### src/rtl/sio_cfg_pkg.sv
package sio_cfg_pkg;
  localparam logic [7:0] KEY_ENTER = 8'h87;
  localparam logic [7:0] KEY_EXIT  = 8'hAA;
  localparam logic [7:0] REG_LDN   = 8'h07;
  localparam logic [7:0] REG_GCR   = 8'h24;
  localparam logic [7:0] REG_EN    = 8'h30;
  localparam logic [7:0] REG_BHI   = 8'h60;
  localparam logic [7:0] REG_BLO   = 8'h61;
  localparam int unsigned CLK48_BIT = 6;

  typedef enum logic [1:0] {KS_LOCKED, KS_HALF, KS_OPEN} key_st_e;
endpackage

### src/rtl/sio_port_dec.sv
module sio_port_dec #(
  parameter int unsigned ADDR_W   = 16,
  parameter logic [ADDR_W-1:0] PRI_BASE = 'h4E,
  parameter logic [ADDR_W-1:0] ALT_BASE = 'h2E
) (
  input  logic              strap_alt_i,
  input  logic [ADDR_W-1:0] addr_i,
  input  logic              rd_i,
  input  logic              wr_i,
  output logic              idx_wr_o,
  output logic              dat_wr_o,
  output logic              idx_rd_o,
  output logic              dat_rd_o
);
  logic [ADDR_W-1:0] idx_addr, dat_addr;
  logic              hit_idx, hit_dat;

  assign idx_addr = strap_alt_i ? ALT_BASE : PRI_BASE;
  assign dat_addr = idx_addr + ADDR_W'(1);
  assign hit_idx  = (addr_i == idx_addr);
  assign hit_dat  = (addr_i == dat_addr);

  assign idx_wr_o = wr_i & hit_idx;
  assign dat_wr_o = wr_i & hit_dat;
  assign idx_rd_o = rd_i & hit_idx;
  assign dat_rd_o = rd_i & hit_dat;
endmodule

### src/rtl/sio_key_fsm.sv
module sio_key_fsm
  import sio_cfg_pkg::*;
(
  input  logic       clk_i,
  input  logic       rst_ni,
  input  logic       idx_wr_i,
  input  logic       dat_wr_i,
  input  logic [7:0] wdata_i,
  output logic       cfg_open_o,
  output logic       sel_wr_o
);
  key_st_e st_q, st_d;

  always_comb begin
    st_d = st_q;
    unique case (st_q)
      KS_LOCKED: if (idx_wr_i && wdata_i == KEY_ENTER) st_d = KS_HALF;
      KS_HALF: begin
        if (idx_wr_i)      st_d = (wdata_i == KEY_ENTER) ? KS_OPEN : KS_LOCKED;
        else if (dat_wr_i) st_d = KS_LOCKED;
      end
      KS_OPEN:   if (idx_wr_i && wdata_i == KEY_EXIT) st_d = KS_LOCKED;
      default:   st_d = KS_LOCKED;
    endcase
  end

  always_ff @(posedge clk_i or negedge rst_ni) begin
    if (!rst_ni) st_q <= KS_LOCKED;
    else         st_q <= st_d;
  end

  assign cfg_open_o = (st_q == KS_OPEN);
  assign sel_wr_o   = cfg_open_o & idx_wr_i & (wdata_i != KEY_EXIT);

  // the only way into config is a second entry key from the half state
  p_unlock_seq_r1: assert property (@(posedge clk_i) disable iff (!rst_ni)
    (st_q == KS_OPEN && $past(st_q) != KS_OPEN) |->
      ($past(st_q) == KS_HALF && $past(idx_wr_i) && $past(wdata_i) == KEY_ENTER));

  p_break_seq_r1: assert property (@(posedge clk_i) disable iff (!rst_ni)
    (st_q == KS_HALF && dat_wr_i) |=> (st_q == KS_LOCKED));

  p_exit_key_r2: assert property (@(posedge clk_i) disable iff (!rst_ni)
    (st_q == KS_OPEN && idx_wr_i && wdata_i == KEY_EXIT) |=> (st_q == KS_LOCKED));
endmodule

### src/rtl/sio_reg_bank.sv
module sio_reg_bank
  import sio_cfg_pkg::*;
#(
  parameter int unsigned NDEV = 4
) (
  input  logic               clk_i,
  input  logic               rst_ni,
  input  logic               cfg_open_i,
  input  logic               sel_wr_i,
  input  logic               dat_wr_i,
  input  logic               idx_rd_i,
  input  logic               dat_rd_i,
  input  logic [7:0]         wdata_i,
  output logic [7:0]         rdata_o,
  output logic [NDEV-1:0]    dev_en_o,
  output logic [16*NDEV-1:0] dev_base_o,
  output logic               clk48_sel_o
);
  localparam int unsigned DEV_W = (NDEV > 1) ? $clog2(NDEV) : 1;
  localparam logic [7:0]  NDEV_B = 8'(NDEV);

  logic [7:0]       idx_q, ldn_q, gcr_q;
  logic             en_q   [NDEV];
  logic [15:0]      base_q [NDEV];
  logic [DEV_W-1:0] dev_sel;
  logic             ldn_hit, cfg_wr;
  logic [7:0]       reg_val;

  assign dev_sel = ldn_q[DEV_W-1:0];
  assign ldn_hit = (ldn_q < NDEV_B);
  assign cfg_wr  = cfg_open_i & dat_wr_i;

  always_ff @(posedge clk_i or negedge rst_ni) begin
    if (!rst_ni) begin
      idx_q <= '0;
      ldn_q <= '0;
      gcr_q <= '0;
    end else begin
      if (sel_wr_i) idx_q <= wdata_i;
      if (cfg_wr && idx_q == REG_LDN) ldn_q <= wdata_i;
      if (cfg_wr && idx_q == REG_GCR) gcr_q <= wdata_i;
    end
  end

  for (genvar i = 0; i < NDEV; i++) begin : g_dev
    logic dev_wr;
    assign dev_wr = cfg_wr & ldn_hit & (dev_sel == DEV_W'(i));

    always_ff @(posedge clk_i or negedge rst_ni) begin
      if (!rst_ni) begin
        en_q[i]   <= 1'b0;
        base_q[i] <= '0;
      end else if (dev_wr) begin
        if (idx_q == REG_EN)  en_q[i]          <= wdata_i[0];
        if (idx_q == REG_BHI) base_q[i][15:8]  <= wdata_i;
        if (idx_q == REG_BLO) base_q[i][7:0]   <= wdata_i;
      end
    end

    assign dev_en_o[i]            = en_q[i];
    assign dev_base_o[16*i +: 16] = base_q[i];

    // a device that is not selected keeps its registers
    p_bank_isolate_r7: assert property (@(posedge clk_i) disable iff (!rst_ni)
      (dat_wr_i && ldn_q != 8'(i)) |=> ($stable(dev_en_o[i]) && $stable(dev_base_o[16*i +: 16])));
  end

  always_comb begin
    reg_val = 8'h00;
    unique case (idx_q)
      REG_LDN: reg_val = ldn_q;
      REG_GCR: reg_val = gcr_q;
      REG_EN:  if (ldn_hit) reg_val = {7'b0, en_q[dev_sel]};
      REG_BHI: if (ldn_hit) reg_val = base_q[dev_sel][15:8];
      REG_BLO: if (ldn_hit) reg_val = base_q[dev_sel][7:0];
      default: reg_val = 8'h00;
    endcase
  end

  always_comb begin
    rdata_o = 8'hFF;
    if (cfg_open_i && idx_rd_i)      rdata_o = idx_q;
    else if (cfg_open_i && dat_rd_i) rdata_o = reg_val;
  end

  assign clk48_sel_o = gcr_q[CLK48_BIT];


  p_clk48_follow_r6: assert property (@(posedge clk_i) disable iff (!rst_ni)
    (cfg_wr && idx_q == REG_GCR) |=> (clk48_sel_o == $past(wdata_i[CLK48_BIT])));

  // locked data writes leave all register state alone
  p_locked_ignore_r8: assert property (@(posedge clk_i) disable iff (!rst_ni)
    (!cfg_open_i && dat_wr_i) |=>
      ($stable(gcr_q) && $stable(ldn_q) && $stable(dev_en_o) && $stable(dev_base_o)));

  // out-of-range device number reads back zero for per-device registers
  p_no_dev_read_r9: assert property (@(posedge clk_i) disable iff (!rst_ni)
    (cfg_open_i && dat_rd_i && !ldn_hit && (idx_q == REG_EN || idx_q == REG_BHI)) |->
      (rdata_o == 8'h00));
endmodule

### src/rtl/sio_cfg_port.sv
module sio_cfg_port
  import sio_cfg_pkg::*;
#(
  parameter int unsigned ADDR_W = 16,
  parameter int unsigned NDEV   = 4
) (
  input  logic               clk_i,
  input  logic               rst_ni,
  input  logic               strap_alt_i,
  input  logic [ADDR_W-1:0]  addr_i,
  input  logic               rd_i,
  input  logic               wr_i,
  input  logic [7:0]         wdata_i,
  output logic [7:0]         rdata_o,
  output logic [NDEV-1:0]    dev_en_o,
  output logic [16*NDEV-1:0] dev_base_o,
  output logic               clk48_sel_o
);
  logic idx_wr, dat_wr, idx_rd, dat_rd;
  logic cfg_open, sel_wr;

  sio_port_dec #(
    .ADDR_W  (ADDR_W),
    .PRI_BASE(ADDR_W'('h4E)),
    .ALT_BASE(ADDR_W'('h2E))
  ) u_dec (
    .strap_alt_i(strap_alt_i),
    .addr_i     (addr_i),
    .rd_i       (rd_i),
    .wr_i       (wr_i),
    .idx_wr_o   (idx_wr),
    .dat_wr_o   (dat_wr),
    .idx_rd_o   (idx_rd),
    .dat_rd_o   (dat_rd)
  );

  sio_key_fsm u_key (
    .clk_i     (clk_i),
    .rst_ni    (rst_ni),
    .idx_wr_i  (idx_wr),
    .dat_wr_i  (dat_wr),
    .wdata_i   (wdata_i),
    .cfg_open_o(cfg_open),
    .sel_wr_o  (sel_wr)
  );

  sio_reg_bank #(.NDEV(NDEV)) u_bank (
    .clk_i      (clk_i),
    .rst_ni     (rst_ni),
    .cfg_open_i (cfg_open),
    .sel_wr_i   (sel_wr),
    .dat_wr_i   (dat_wr),
    .idx_rd_i   (idx_rd),
    .dat_rd_i   (dat_rd),
    .wdata_i    (wdata_i),
    .rdata_o    (rdata_o),
    .dev_en_o   (dev_en_o),
    .dev_base_o (dev_base_o),
    .clk48_sel_o(clk48_sel_o)
  );

  // traffic off the selected pair never reaches the key detector
  p_foreign_addr_r3: assert property (@(posedge clk_i) disable iff (!rst_ni)
    (wr_i && !idx_wr && !dat_wr) |=> $stable(cfg_open));
endmodule

### config.mk
export PLATFORM = sky130hd
export DESIGN_NAME = sio_cfg_port
export DESIGN_NICKNAME = d
export VERILOG_FILES = /design/src/rtl/sio_cfg_pkg.sv /design/src/rtl/sio_port_dec.sv /design/src/rtl/sio_key_fsm.sv /design/src/rtl/sio_reg_bank.sv /design/src/rtl/sio_cfg_port.sv
export SDC_FILE = /design/constraint.sdc
export NUM_CORES = 1
export LEC_CHECK = 0
export BUFFER_PORTS_ARGS = -buffer_cell sky130_fd_sc_hd__clkbuf_2
export CAP_MARGIN = 10
export CORE_ASPECT_RATIO = 1.2
export CORE_MARGIN = 2
export CORE_UTILIZATION = 35
export CTS_CLUSTER_SIZE = 20
export DETAILED_ROUTE_END_ITERATION = 8
export PLACE_DENSITY_LB_ADDON = 0.1
export SLEW_MARGIN = 5
export SYNTH_ARGS = -nofsm -noshare
export SYNTH_HDL_FRONTEND = slang
export SYNTH_HIERARCHICAL = 1
export SYNTH_SLANG_ARGS = --single-unit
### constraint.sdc
create_clock -name clk_i -period 3.1 [get_ports clk_i]
set_input_delay 0.62 -clock clk_i [delete_from_list [all_inputs] [get_ports clk_i]]
set_output_delay 0.62 -clock clk_i [all_outputs]
set_load 0.1 [all_outputs]
======== After elaboration in Yosys (flattened, before gate mapping) ========
Cells that the tools add are included.
storage, ports and cells
  output and inout bits ................... 77
  register bits ........................... 94
  input port bits ......................... 29
  logic and storage cells ................. 90
cells by class
  mux-type cells .......................... 19
  equal/unequal tests ..................... 18
  $add $sub $neg .......................... 1
  magnitude comparators ................... 2
  bitwise logic cells ..................... 13
  reductions and logical operators ........ 21
operator list
  operator                                                                  number
  8-bit one-hot mux with 5 select lines                                     1
  16-bit binary-select mux with 2-bit select                                1
  16-bit == test                                                            2
  16-bit two-way mux                                                        2
  8-bit two-way mux                                                         4
  2-bit AND reduction                                                       12
  16-bit by 1-bit adder with 16-bit output (second input constant)          1
  8-bit by 6-bit == test with 1-bit output (second input constant)          2
  8-bit by 7-bit == test with 1-bit output (second input constant)          2
  8-bit == test (second input constant)                                     2
  1-bit AND                                                                 12
  2-bit two-way mux                                                         5
  8-bit by 3-bit == test with 1-bit output (second input constant)          1
  8-bit by 3-bit < comparator with 1-bit output (second input constant)     1
  8-bit inequality test (second input constant)                             1
  7-bit two-way mux                                                         1
  2-bit == test (second input constant)                                     3
  1-bit logical AND                                                         6
  2-bit one-hot mux with 3 select lines                                     1
  2-bit by 1-bit == test with 1-bit output (second input constant)          2
  2-bit logical NOT                                                         2
  3-bit greater-or-equal comparator (second input constant)                 1
  1-bit two-way mux                                                         3
  3-bit by 1-bit inequality test with 1-bit output (second input constant)  1
  5 further kinds                                                           5

======== Longest topological paths before layout ========
Gate-level depths: netlist of the first run.
  depth after elaboration ................. 8
  depth in mapped cells ................... 8

======== Hierarchy ========
The synthesis of the first run kept the hierarchy.
by module, submodules not included
  module        area an instance (µm²)  times used  cells an instance
  sio_reg_bank  4496.8                  1           307
  sio_key_fsm   157.7                   1           16
  sio_port_dec  107.6                   1           15

======== Least setup slack after synthesis of the first run ========
No wires, ideal clock.
  path type ............................... input to register
  start point ............................. input addr_i[10]
  end point ............................... register u_bank.base_q (netlist bit u_bank/dev_base_o[10])
  data arrival time ....................... 3154 ps
  stages .................................. 8
  slack ................................... -179 ps
  setup time .............................. 126 ps
  path through ............................ nor4b_2 > nand4_1 > nor4_1 > nand4b_4 > or3_1 > clkbuf_1 > nor4_4 > mux2_2
between the ends
  cells in the longest elaborated chain, start to end .. 6
ends and longest elaborated chain
  what                             RTL line            text
  from (decl)                      sio_cfg_port.sv:10  input logic [ADDR_W-1:0] addr_i,
  16-bit == test                   sio_port_dec.sv:21  assign hit_dat = (addr_i == dat_addr);
  1-bit AND                        sio_port_dec.sv:24  assign dat_wr_o = wr_i & hit_dat;
  via dat_wr                       sio_cfg_port.sv:19  logic idx_wr, dat_wr, idx_rd, dat_rd;
  1-bit AND                        sio_reg_bank.sv:31  assign cfg_wr = cfg_open_i & dat_wr_i;
  1-bit AND (2 in series)          sio_reg_bank.sv:47  assign dev_wr = cfg_wr & ldn_hit & (dev_sel == DEV_W'(i));
  2-bit AND reduction (no line)    -
  to (signal, indexed assignment)  sio_reg_bank.sv:55  if (idx_q == REG_BHI) base_q[i][15:8] <= wdata_i;
  to (signal, indexed assignment)  sio_reg_bank.sv:56  if (idx_q == REG_BLO) base_q[i][7:0] <= wdata_i;
  to (decl)                        sio_reg_bank.sv:24  logic [15:0] base_q [NDEV];
The timed path passes the listed nets, and every way through them passes these cells.
A chain may end at the register's enable or synchronous reset.

======== Worst setup path in the final report of the first run ========
  start point ............................. register u_bank.ldn_q[1]
  end point ............................... output rdata_o[6]
between the ends
  cells in the longest elaborated chain, start to end .. 8
  elaborated cells between the ends (all ways) .. 10
ends and longest elaborated chain
  what                                                                                                   RTL line            text
  from (decl)                                                                                            sio_reg_bank.sv:22  logic [7:0] idx_q, ldn_q, gcr_q;
  from (signal assigned)                                                                                 sio_reg_bank.sv:40  if (cfg_wr && idx_q == REG_LDN) ldn_q <= wdata_i;
  parallel branches: the longest is 5 deep, another holds 8-bit by 3-bit < comparator with 1-bit output  -
  8-bit one-hot mux with 5 select lines *                                                                sio_reg_bank.sv:70  unique case (idx_q)
  8-bit two-way mux *                                                                                    sio_reg_bank.sv:83  else if (cfg_open_i && dat_rd_i) rdata_o = reg_val;
  8-bit two-way mux *                                                                                    sio_reg_bank.sv:82  if (cfg_open_i && idx_rd_i) rdata_o = idx_q;
  to (decl)                                                                                              sio_cfg_port.sv:14  output logic [7:0] rdata_o,
Mark *: on every way between the ends. The select of a mux whose other input is x is not followed.

==> summary.md, run 1 <==
| Metric | Value |
|---|---|
| Die W | `110.5 um` |
| Final Worst Setup Slack | `0.1161 ns` |
| Max cap viols | `0` |
| Place WS | `-0.02783 ns` |
| GRT Max-Usage Layer | `met2` |
| Met3 Track Usage GR | `3.954%` |
| Slew @ Worst Pin | `0.7210 ns` |
| Slowest CP cell | `mux4_2` |
| Register area | `2355 um^2` |
| Final Power | `0.002390 W` |
| PD cells | `386.9 nW/um^2` |
| HPWL Detailed | `9611 um` |
| GRT met2 Usage | `30.91%` |
| R2r setup slk | `0.68 ns` |
| Top-area cell type share of the netlist area | `49.40%` |
| DRC | `0` |
| Leak | `3.058 nW` |
| Area contributors post-synth | `dfrtp_1 49%, mux2_2 21%, mux4_2 8.0%` |
| Synth Area per Inst | `14.09 um^2` |
| Multi-input logic area | `2355 um^2` |
| Layout filler cell count | `1,249` |
| Relative slew slack | `51.94%` |
| Global-route wire length before repair | `21,340 um` |
| Final Cell Area | `6178 um^2` |
| # hold bufs at CTS | `0` |
| Post-synth EDFFs | `0` |
| Fin. max-slew vios | `0` |
| Area added between synthesis and finish | `29.74%` |
| Maximum clock frequency | `0.3351 GHz` |
| Minimum clock period | `2.984 ns` |
| Top cell by count, worst path | `buf_12` |
| Synth Instances | `338` |
| Crit path from | `u_bank/ldn_q[1]$_DFFE_PN0P_` |
| Initial Utilization | `35.97%` |
| Skew final | `0.01069 ns` |
| Wire per inst | `20.94 um` |
| Total Wirelength | `13,380 um` |
| Clock H-tree levels | `3` |
| Status | `finished clean` |
| Terminus of the critical flop-to-flop path | `u_bank/dev_base_o[15]$_DFFE_PN0P_` |
| Most frequent cells in the layout | `96 x clkbuf_2, 92 x dfrtp_1, 89 x mux2_2` |
| Placed instance area | `5841 um^2` |
| GPL Wtd Cong | `0.7971` |
| Hold Path Class | `primary input to async pin` |
| FF-to-FF Start | `u_key/st_q[1]$_DFFE_PN0P_` |
| DRT Pass-1 Iters | `5` |
| CP Capture Type | `primary output` |
| Vias | `3,439` |
| R2r worst-path depth | `6` |
| Antenna violations before repair | `0` |
| CTS clk-pin slew, worst paths | `0.07 ns` |
| Crit path largest cell delay | `0.52 ns` |
| Mapped Area | `4762 um^2` |
| Post-route ant nets | `0` |
| Fraction of layout cells with a size suffix above 1 | `61.15%` |
| Dominant synthesized flop cell | `dfrtp_1` |
| Core Region | `13,240 um^2` |
| Crit Path Class | `flip-flop to primary output` |
| Area leader, netlist | `dfrtp_1` |
| Grt met1 use | `25.01%` |
| Worst setup path endpoint | `rdata_o[6]` |
| Final period utilization | `96.25%` |
| Vias per cell | `5.382` |
| Largest net degree at the start of global routing | `56` |
| TritonCTS Buffers | `9` |
| Die Y | `131.8 um` |
| Synthesized flop and latch total | `94` |
| Port bufs | `105` |
| Crit path buf inv count | `2` |
| IO Count | `106` |
| RSZ-0062 raised after global routing | `false` |
| TritonCTS clock tree | `built` |
| Final nets | `495` |
| WP data required | `2.48 ns` |
| Total number of yosys warnings | `6` |
| CP top delay family | `multiplexers` |
| Total track usage | `18.81%` |
| GR Overflow Total | `0` |
| Synth unique cells | `41` |
| Drt initial violations | `209` |
| Die ar. | `14,560 um^2` |
| Critical-path cell list | `buf_12 > mux4_2 > mux2i_1 > nor2_1 > o22a_1 > buf_12` |
| Sequential element share of the synthesized area | `49.40%` |
| CTS max path bufs | `2` |
| Setup crit start kind | `flip-flop` |
| Antenna Cells | `0` |
| VDD IR max | `0.0002138 V` |
| Clock Latency Late Sink | `0.34 ns` |
| Final hold violation count | `0` |
| Number of global-route vias before repair | `3,682` |
| FFs w/ async S/R, synth | `100.0%` |
| Most common cell after layout, fill and taps aside | `clkbuf_2` |
| Critical path peak fanout | `19` |
| Num rows | `46` |
| Sink Count | `94` |
| Crit path arrival time | `2.36 ns` |
| Setup TNS | `0 ns` |
| Final Setup Violations | `0` |
| Clock Tree Root | `clkbuf_16` |
| WP depth | `6` |
| Synthesized Nets | `367` |
metal layers:
metal  vias to the layer above  wire length (um)
met5                         -                 0
met4                         0               253
met3                        14               584
met2                       100              6636
met1                      1785              5908
li1                       1540                 -
power by group:
group	total (W)	switching (W)	internal [W]
Clock	0.00108	0.000471	0.000611
Combinational	0.0000817	0.0000591	0.0000226
Sequential	0.00123	0.0000000000432	0.00123
Total	0.00239	0.000530	0.00186
area by class of cell:
cell class                      instances  share of cell area, %
Multi-Input combinational cell        220                  38.11
Inverter                                4                 0.2430
Clock buffer                           14                  4.435
Sequential cell                        94                  38.11
Clock inverter                          2                 0.2430
Timing Repair Buffer                  137                  15.45
Tap cell                              168                  3.402
repair_timing:
action | in CTS | in global routing
gates cloned | 0 | 0
endpoints found under the setup margin | 8 | 8
pin swaps | 1 | 12
resized for setup | 1 | 13
buffers inserted | 1 | 0
worst min path at each step:
stage	end	cells past startpoint	start	slack, ns
after floorplan	u_bank/dev_base_o[0]$_DFFE_PN0P_	0	rst_ni	0.32
after global placement	u_key/st_q[0]$_DFFE_PN0P_	1	u_key/st_q[1]$_DFFE_PN0P_	0.46
after detailed placement	u_key/st_q[0]$_DFFE_PN0P_	1	u_key/st_q[1]$_DFFE_PN0P_	0.48
after CTS	u_bank/dev_base_o[36]$_DFFE_PN0P_	1	rst_ni	0.36
after global routing	u_bank/dev_base_o[36]$_DFFE_PN0P_	1	rst_ni	0.39
final	u_bank/dev_base_o[36]$_DFFE_PN0P_	1	rst_ni	0.33
worst register-to-register path, delay by kind of cell, from the launching register on:
| kind | cells | cell delay, ns |
|---|---|---|
| AND/OR/NAND/NOR | 4 | 1.39 |
| multiplexers | 1 | 0.35 |
| buffers and inverters | 1 | 0.19 |
| flip-flops | 1 | 0.38 |
registers in the layout (all words and copies together) (netlist names):
| register | cells |
|---|---|
| u_bank/dev_en_o | 4 |
| u_bank/dev_base_o | 64 |
| u_bank/gcr_q | 8 |
| u_bank/idx_q | 8 |
| u_bank/ldn_q | 8 |
| u_key/st_q | 2 |
cell families after synthesis:
| family | count (synthesis) | synth area share [%] |
|---|---|---|
| AO/OA/AOI/OAI | 31 | 4.572 |
| buffers and inverters | 24 | 2.023 |
| flip-flops | 94 | 49.40 |
| multiplexers | 115 | 31.00 |
| AND/OR/NAND/NOR | 74 | 13.01 |
cells in the mapped netlist, types with 2 or more instances:
cell       n
nor3_1     4
a22oi_1    8
nor2b_1    2
buf_1      2
nand2b_1   5
nor3_4     6
a21oi_1    2
buf_2      5
nand2_1    8
nor4b_2    2
inv_1      4
nor2_1    14
dfrtp_1   94
and3b_1    2
nor3_2     2
nor3b_1    2
nor4_4     2
mux4_2    17
mux2_2    89
clkbuf_1  13
nor4_1     6
nand4b_4   2
and4bb_2   2
or2_2      2
mux2i_1    8
nand3_2    2
nand4_1    3
o21ai_0   11
o22a_1     7
through the flow:
stage,util (%),instances,hold WS (ns)
CTS,46.37,639,0.3580
finish,46.67,639,0.3254
global route,46.67,639,0.3858
global placement,44.12,622,0.4640
detailed placement,44.12,622,0.4759
floorplan,-,338,0.3244
Power figures use the tool's default switching activity.
==> run 2: changes to the inputs <==
CELL_PAD_IN_SITES_DETAIL_PLACEMENT = 1   (was not set)
CELL_PAD_IN_SITES_GLOBAL_PLACEMENT = 2   (was not set)
==> summary.md, run 2 (same netlist as run 1, synthesis figures left out) <==
| Metric | Value |
|---|---|
| Top cell by count, worst path | `buf_12 (unchanged)` |
| Die W | `110.5 um (unchanged)` |
| Skew final | `0.01113 ns (was 0.01069 ns)` |
| Maximum clock frequency | `0.3308 GHz (was 0.3351 GHz)` |
| Clock H-tree levels | `3 (unchanged)` |
| Port bufs | `105 (unchanged)` |
| Vias | `3,423 (was 3,439)` |
| PD cells | `393.2 nW/um^2 (was 386.9 nW/um^2)` |
| WP depth | `6 (unchanged)` |
| Dpl cells | `620 (was 622)` |
| Wire per inst | `22.15 um (was 20.94 um)` |
| CP Capture Type | `primary output (unchanged)` |
| Largest net degree at the start of global routing | `72 (was 56)` |
| Relative slew slack | `61.95% (was 51.94%)` |
| CP top delay family | `multiplexers (unchanged)` |
| Clock Tree Root | `clkbuf_16 (unchanged)` |
| Antenna Cells | `0 (unchanged)` |
| Most common cell after layout, fill and taps aside | `clkbuf_2 (unchanged)` |
| Crit path arrival time | `2.40 ns (was 2.36 ns)` |
| Max cap viols | `0 (unchanged)` |
| Initial Utilization | `35.97% (unchanged)` |
| Most frequent cells in the layout | `96 x clkbuf_2, 93 x dfrtp_1, 89 x mux2_2 (was 96 x clkbuf_2, 92 x dfrtp_1, 89 x mux2_2)` |
| HPWL Detailed | `10,150 um (was 9611 um)` |
| Crit path buf inv count | `2 (unchanged)` |
| Drt initial violations | `95 (was 209)` |
| Num rows | `46 (unchanged)` |
| Final Power | `0.002445 W (was 0.002390 W)` |
| Number of global-route vias before repair | `3,720 (was 3,682)` |
| Final core utilization | `46.98% (was 46.67%)` |
| Total Wirelength | `14,150 um (was 13,380 um)` |
| Minimum clock period | `3.023 ns (was 2.984 ns)` |
| Final nets | `495 (unchanged)` |
| Area added between synthesis and finish | `30.58% (was 29.74%)` |
| Setup crit start kind | `flip-flop (unchanged)` |
| Die Y | `131.8 um (unchanged)` |
| Vias per cell | `5.357 (was 5.382)` |
| Met3 Track Usage GR | `3.816% (was 3.954%)` |
| Layout filler cell count | `1,398 (was 1,249)` |
| Critical-path cell list | `buf_12 > mux4_2 > mux2i_1 > nor2_1 > o32a_1 > buf_12 (was buf_12 > mux4_2 > mux2i_1 > nor2_1 > o22a_1 > buf_12)` |
| CTS clk-pin slew, worst paths | `0.07 ns (about the same)` |
| Crit Path Class | `flip-flop to primary output (unchanged)` |
| VDD IR max | `0.0002352 V (was 0.0002138 V)` |
| Final Worst Setup Slack | `0.07679 ns (was 0.1161 ns)` |
| Hold Path Class | `primary input to async pin (unchanged)` |
| CTS max path bufs | `2 (unchanged)` |
| Final hold violation count | `0 (unchanged)` |
| Sink Count | `94 (unchanged)` |
| GRT met2 Usage | `34.49% (was 30.91%)` |
| WP data required | `2.48 ns (about the same)` |
| Max FFs per register | `64 (unchanged)` |
| TritonCTS clock tree | `built (unchanged)` |
| Crit path largest cell delay | `0.52 ns (about the same)` |
| Grt met1 use | `25.29% (was 25.01%)` |
| Antenna violations before repair | `0 (unchanged)` |
| Slowest CP cell | `mux4_2 (unchanged)` |
| TritonCTS Buffers | `9 (unchanged)` |
| IO Count | `106 (unchanged)` |
| Final Setup Violations | `0 (unchanged)` |
| Core Region | `13,240 um^2 (unchanged)` |
| Slew @ Worst Pin | `0.5683 ns (was 0.7210 ns)` |
| Clock Latency Late Sink | `0.34 ns (about the same)` |
| Die ar. | `14,560 um^2 (unchanged)` |
| Fin. max-slew vios | `0 (unchanged)` |
| DRC | `0 (unchanged)` |
| Non-filler cells, final | `639 (unchanged)` |
| Place WS | `-0.1106 ns (was -0.02783 ns)` |
| R2r worst-path depth | `6 (unchanged)` |
| RSZ-0062 raised after global routing | `false (unchanged)` |
| Final period utilization | `97.52% (was 96.25%)` |
| Post-route ant nets | `0 (unchanged)` |
| Worst hold slack | `0.1690 ns (was 0.3254 ns)` |
| Total track usage | `19.87% (was 18.81%)` |
| Leak | `3.080 nW (was 3.058 nW)` |
| GR Overflow Total | `0 (unchanged)` |
| Global-route wire length before repair | `22,060 um (was 21,340 um)` |
| DRT Pass-1 Iters | `4 (was 5)` |
| GRT Max-Usage Layer | `met2 (unchanged)` |
| GPL Wtd Cong | `0.7688 (was 0.7971)` |
| Critical path peak fanout | `17 (was 19)` |
| Fraction of layout cells with a size suffix above 1 | `61.36% (was 61.15%)` |
| Status | `finished clean (unchanged)` |
-- run 2: cell types whose count changed in the layout (fill, tap and decap cells not counted), sizes merged --
cell	previous run	this run
clkbuf	110	107
clkinv	0	3
clkinvlp	2	0
bufinv	0	1
inv	4	5
-- run 2: report_power, final --
| group | switching, W | leakage, nW | internal [W] |
|---|---|---|---|
| combinational | 0.0000603 | 1.63 | 0.0000230 |
| clock | 0.000486 | 0.150 | 0.000650 |
| sequential | 0.0000000000439 | 1.30 | 0.00123 |
-- run 2: worst paths after layout --
check | slack (ns) | endpoint | start
max | 0.08 | rdata_o[0] | u_bank/ldn_q[1]$_DFFE_PN0P_
min | 0.17 | u_bank/gcr_q[5]$_DFFE_PN0P_ | rst_ni
max reg2reg | 0.80 | u_bank/dev_base_o[10]$_DFFE_PN0P_ | u_key/st_q[1]$_DFFE_PN0P_
min reg2reg | 0.48 | u_key/st_q[0]$_DFFE_PN0P_ | u_key/st_q[1]$_DFFE_PN0P_
max in group asynchronous | 2.21 | u_bank/ldn_q[1]$_DFFE_PN0P_ | rst_ni
min in group clk_i | 0.48 | u_key/st_q[0]$_DFFE_PN0P_ | u_key/st_q[1]$_DFFE_PN0P_
-- run 2: layout make-up --
type	instances	area [um^2]	share of cell area [%]
Multi-Input combinational cell	220	2360	37.95
Sequential cell	94	2354	37.85
Timing Repair Buffer	137	979.7	15.75
Clock buffer	11	242.7	3.903
Tap cell	168	210.2	3.380
Clock inverter	5	57.56	0.9256
Inverter	4	15.01	0.2414
-- run 2: per-stage QoR --
stage	instance area [um^2]	TNS, ns
after floorplan	4768	-0.1119
after global placement	5851	-0.6659
after CTS	6151	0
final	6218	0
after detailed placement	5851	-1.745
after global routing	6218	0
-- run 2: timing repair --
| action | 4_1_cts | 5_1_grt |
|---|---|---|
| hold buffers | 0 | 0 |
| setup endpoints to repair | 2 | 8 |
| pin swaps | 1 | 10 |
| gates resized for setup | 0 | 12 |
| buffers inserted | 0 | 3 |
-- run 2: metal layers --
metal | wire length, um | share of wire, %
met2 | 7418 | 52
met4 | 180 | 1.3
met3 | 591 | 4.2
met5 | 0 | 0
met1 | 5960 | 42
-- run 2: worst reg2reg max path: stages (launching register included) --
cell	delay (ns)
dfrtp_1	0.38
nor2b_1	0.49
nand4b_4	0.16
or3_4	0.42
nor4_4	0.20
buf_4	0.20
mux2_2	0.34
==> run 3: changes to the inputs <==
ABC_AREA = 1   (was not set)
CORE_UTILIZATION = 31   (was 35)
CTS_CLUSTER_SIZE = not set   (was 20)
==> summary.md, run 3 <==
| Metric | Value |
|---|---|
| Status | `finished clean (unchanged)` |
| Sequential element share of the synthesized area | `49.00% (was 49.40%)` |
| Setup TNS | `0 ns (unchanged)` |
| CP Capture Type | `primary output (unchanged)` |
| Clock H-tree levels | `3 (unchanged)` |
| Clock Tree Root | `clkbuf_16 (unchanged)` |
| Place WS | `0.1510 ns (was -0.1106 ns)` |
| Final Worst Setup Slack | `0.1609 ns (was 0.07679 ns)` |
| Post-CTS Setup Inserts | `0 (unchanged)` |
| FFs w/ async S/R, synth | `100.0% (unchanged)` |
| Top cell by count, worst path | `nand2_1 (was buf_12)` |
| TritonCTS Buffers | `9 (unchanged)` |
| Crit path arrival time | `2.32 ns (was 2.40 ns)` |
| Synth unique cells | `24 (was 41)` |
| Post-synthesis compound-gate area fraction | `12.48% (was 4.572%)` |
| Antenna Cells | `0 (unchanged)` |
| Clock Latency Late Sink | `0.35 ns (was 0.34 ns)` |
| CTS clk-pin slew, worst paths | `0.07 ns (about the same)` |
| Area leader, netlist | `dfrtp_1 (unchanged)` |
| WP data required | `2.48 ns (about the same)` |
| Antenna violations before repair | `0 (unchanged)` |
| Fin. max-slew vios | `0 (unchanged)` |
| Leak | `2.954 nW (was 3.080 nW)` |
| DRC | `0 (unchanged)` |
| Total number of yosys warnings | `6 (unchanged)` |
| Die Y | `140.3 um (was 131.8 um)` |
| Area added between synthesis and finish | `24.55% (was 30.58%)` |
| Vias | `4,536 (was 3,423)` |
| Largest family of logic cells by synthesized area | `simple AND/OR/NAND/NOR gates (was multiplexers)` |
| Fraction of layout cells with a size suffix above 1 | `22.70% (was 61.36%)` |
| Relative slew slack | `54.70% (was 61.95%)` |
| Synth Area per Inst | `7.608 um^2 (was 14.09 um^2)` |
| Final period utilization | `94.81% (was 97.52%)` |
| Skew final | `0.01031 ns (was 0.01113 ns)` |
| Initial Utilization | `31.83% (was 35.97%)` |
| Mapped Area | `4801 um^2 (was 4762 um^2)` |
| Cell with the most instances after synthesis | `nand2_1 (was dfrtp_1)` |
| Area contributors post-synth | `dfrtp_1 49%, nand2_1 20%, o21ai_0 6.6% (was dfrtp_1 49%, mux2_2 21%, mux4_2 8.0%)` |
| Most frequent cells in the layout | `254 x nand2_1, 96 x clkbuf_2, 94 x dfrtp_1 (was 96 x clkbuf_2, 93 x dfrtp_1, 89 x mux2_2)` |
| Drt initial violations | `171 (was 95)` |
| Minimum clock period | `2.939 ns (was 3.023 ns)` |
| XOR/XNOR Fraction of Synth Area | `0% (unchanged)` |
| Num rows | `49 (was 46)` |
| Wire per inst | `17.53 um (was 22.15 um)` |
| Die ar. | `16,500 um^2 (was 14,560 um^2)` |
| Final hold violation count | `0 (unchanged)` |
| Die W | `117.6 um (was 110.5 um)` |
| RSZ-0062 raised after global routing | `false (unchanged)` |
| Total track usage | `20.79% (was 19.87%)` |
| CTS max path bufs | `2 (unchanged)` |
| Dominant synthesized flop cell | `dfrtp_1 (unchanged)` |
| Slew @ Worst Pin | `0.6796 ns (was 0.5683 ns)` |
| Critical path peak fanout | `19 (was 17)` |
| Met3 Track Usage GR | `2.239% (was 3.816%)` |
| IO Count | `106 (unchanged)` |
| GR Overflow Total | `0 (unchanged)` |
| GPL Wtd Cong | `0.8083 (was 0.7688)` |
| DRT Pass-1 Iters | `4 (unchanged)` |
| TritonCTS clock tree | `built (unchanged)` |
| Layout filler cell count | `1,940 (was 1,398)` |
| Grt met1 use | `25.75% (was 25.29%)` |
| GRT Max-Usage Layer | `met2 (unchanged)` |
| Synth Instances | `631 (was 338)` |
| PD cells | `412.7 nW/um^2 (was 393.2 nW/um^2)` |
| Register area | `2352 um^2 (was 2354 um^2)` |
| GRT met2 Usage | `37.64% (was 34.49%)` |
| Synthesized flop and latch total | `94 (unchanged)` |
| Crit path buf inv count | `2 (unchanged)` |
| Final Setup Violations | `0 (unchanged)` |
| Max FFs per register | `64 (unchanged)` |
| Adder-cell area share of the yosys netlist | `0% (unchanged)` |
| Synthesized Nets | `660 (was 367)` |
| Maximum clock frequency | `0.3402 GHz (was 0.3308 GHz)` |
| Setup crit start kind | `flip-flop (unchanged)` |
| Multi-input logic area | `2162 um^2 (was 2360 um^2)` |
| Vias per cell | `4.805 (was 5.357)` |
| Post-synth EDFFs | `0 (unchanged)` |
| Most common cell after layout, fill and taps aside | `nand2_1 (was clkbuf_2)` |
| Sink Count | `94 (unchanged)` |
| Critical-path cell list | `buf_4 > nand2_1 > a21oi_1 > o21ai_0 > nand2_1 > nand2_1 > a21oi_2 > buf_12 (was buf_12 > mux4_2 > mux2i_1 > nor2_1 > o32a_1 > buf_12)` |
| Final nets | `764 (was 495)` |
| CP top delay family | `compound AO/OA/AOI/OAI gates (was multiplexers)` |
| HPWL Detailed | `12,320 um (was 10,150 um)` |
| Core Region | `15,080 um^2 (was 13,240 um^2)` |
| Synth top cells by count | `254 x nand2_1, 94 x dfrtp_1, 63 x o21ai_0 (was 94 x dfrtp_1, 89 x mux2_2, 17 x mux4_2)` |
| Slowest CP cell | `dfrtp_1 (was mux4_2)` |
| Crit Path Class | `flip-flop to primary output (unchanged)` |
| Number of global-route vias before repair | `4,677 (was 3,720)` |
| Hold Path Class | `primary input to async pin (unchanged)` |
| VDD IR max | `0.0002014 V (was 0.0002352 V)` |
| Largest net degree at the start of global routing | `49 (was 72)` |
| Max cap viols | `0 (unchanged)` |
| Port bufs | `105 (unchanged)` |
| Total Wirelength | `16,550 um (was 14,150 um)` |
| Global-route wire length before repair | `26,280 um (was 22,060 um)` |
| Crit path largest cell delay | `0.54 ns (was 0.52 ns)` |
| Mux cell area share after synthesis | `0% (was 31.00%)` |
| Simple-gate area share of the yosys netlist | `31.87% (was 13.01%)` |
| Top-area cell type share of the netlist area | `49.00% (was 49.40%)` |
| Post-route ant nets | `0 (unchanged)` |
[run 3: cell count changes after synthesis, moves of 19 or more]
| cell | delta |
|---|---|
| nor2_1 | +33 |
| o21ai_0 | +52 |
| nand2_1 | +246 |
| nand3_1 | +19 |
| inv_1 | +33 |
| mux2_2 | -89 |
| o21ai_1 | +39 |
[run 3: power by group]
group	total [W]	internal, W	leakage [nW]	switching (W)
Clock	0.00115	0.000669	0.146	0.000482
Sequential	0.00123	0.00123	1.24	0.0000000000542
Combinational	0.0000906	0.0000203	1.57	0.0000703
[run 3: cells by family after synthesis]
logic type      count (synthesis)
simple gates                  353
compound gates                119
flops                          94
buf+inv                        65
[run 3: path summary, 6_finish.rpt]
path	slack [ns]	depth (start not counted)	end	start
max in group asynchronous	2.08	2	u_bank/ldn_q[4]$_DFFE_PN0P_	rst_ni
setup reg to reg	1.16	7	u_bank/dev_base_o[31]$_DFFE_PN0P_	u_key/st_q[0]$_DFFE_PN0P_
min in group clk_i	0.52	2	u_bank/dev_base_o[11]$_DFFE_PN0P_	u_bank/dev_base_o[11]$_DFFE_PN0P_
setup / recovery	0.16	8	rdata_o[4]	u_bank/ldn_q[0]$_DFFE_PN0P_
hold / removal	0.31	1	u_bank/dev_base_o[31]$_DFFE_PN0P_	rst_ni
hold reg to reg	0.52	2	u_bank/dev_base_o[11]$_DFFE_PN0P_	u_bank/dev_base_o[11]$_DFFE_PN0P_
[run 3: final cells by class]
cell class	count	share of cell area, %
flip-flops and latches	94	39.34
inverters	41	2.616
well taps	204	4.269
multi-input cells	472	36.16
repair buffers	117	12.55
clock buffers	13	4.352
clock inverters	3	0.7114
[run 3: layer usage]
metal / vias to the layer above / share of wire, %
li1: 2226 / -
met1: 2189 / 44
met2: 104 / 51
met3: 17 / 3.1
met4: 0 / 1.8
met5: - / 0
[run 3: worst register-to-register path, stage by stage (launching register included)]
cell	delay (ns)
dfrtp_1	0.41
nor2_2	0.27
nand2_1	0.18
nor2_2	0.13
buf_4	0.27
nand3_2	0.31
nand2_1	0.14
o21ai_0	0.10
[run 3: per-stage QoR]
stage	area [um^2]	std cells	total power, W	hold WS, ns	util [%]
6_report	5979	944	0.002468	0.3089	39.65
5_1_grt	5979	944	0.002564	0.3568	39.65
3_5_place_dp	5672	928	0.001345	0.5051	37.61
4_1_cts	5974	944	0.002506	0.3362	39.61
2_1_floorplan	4831	631	0.001270	0.3244	-
3_3_place_gp	5672	928	0.001342	0.4807	37.61
[run 3: what timing repair did]
| item | 4_1_cts | 5_1_grt |
|---|---|---|
| hold buffers | 0 | 0 |
| setup endpoints to repair | 0 | 8 |
| resized for setup | 0 | 3 |
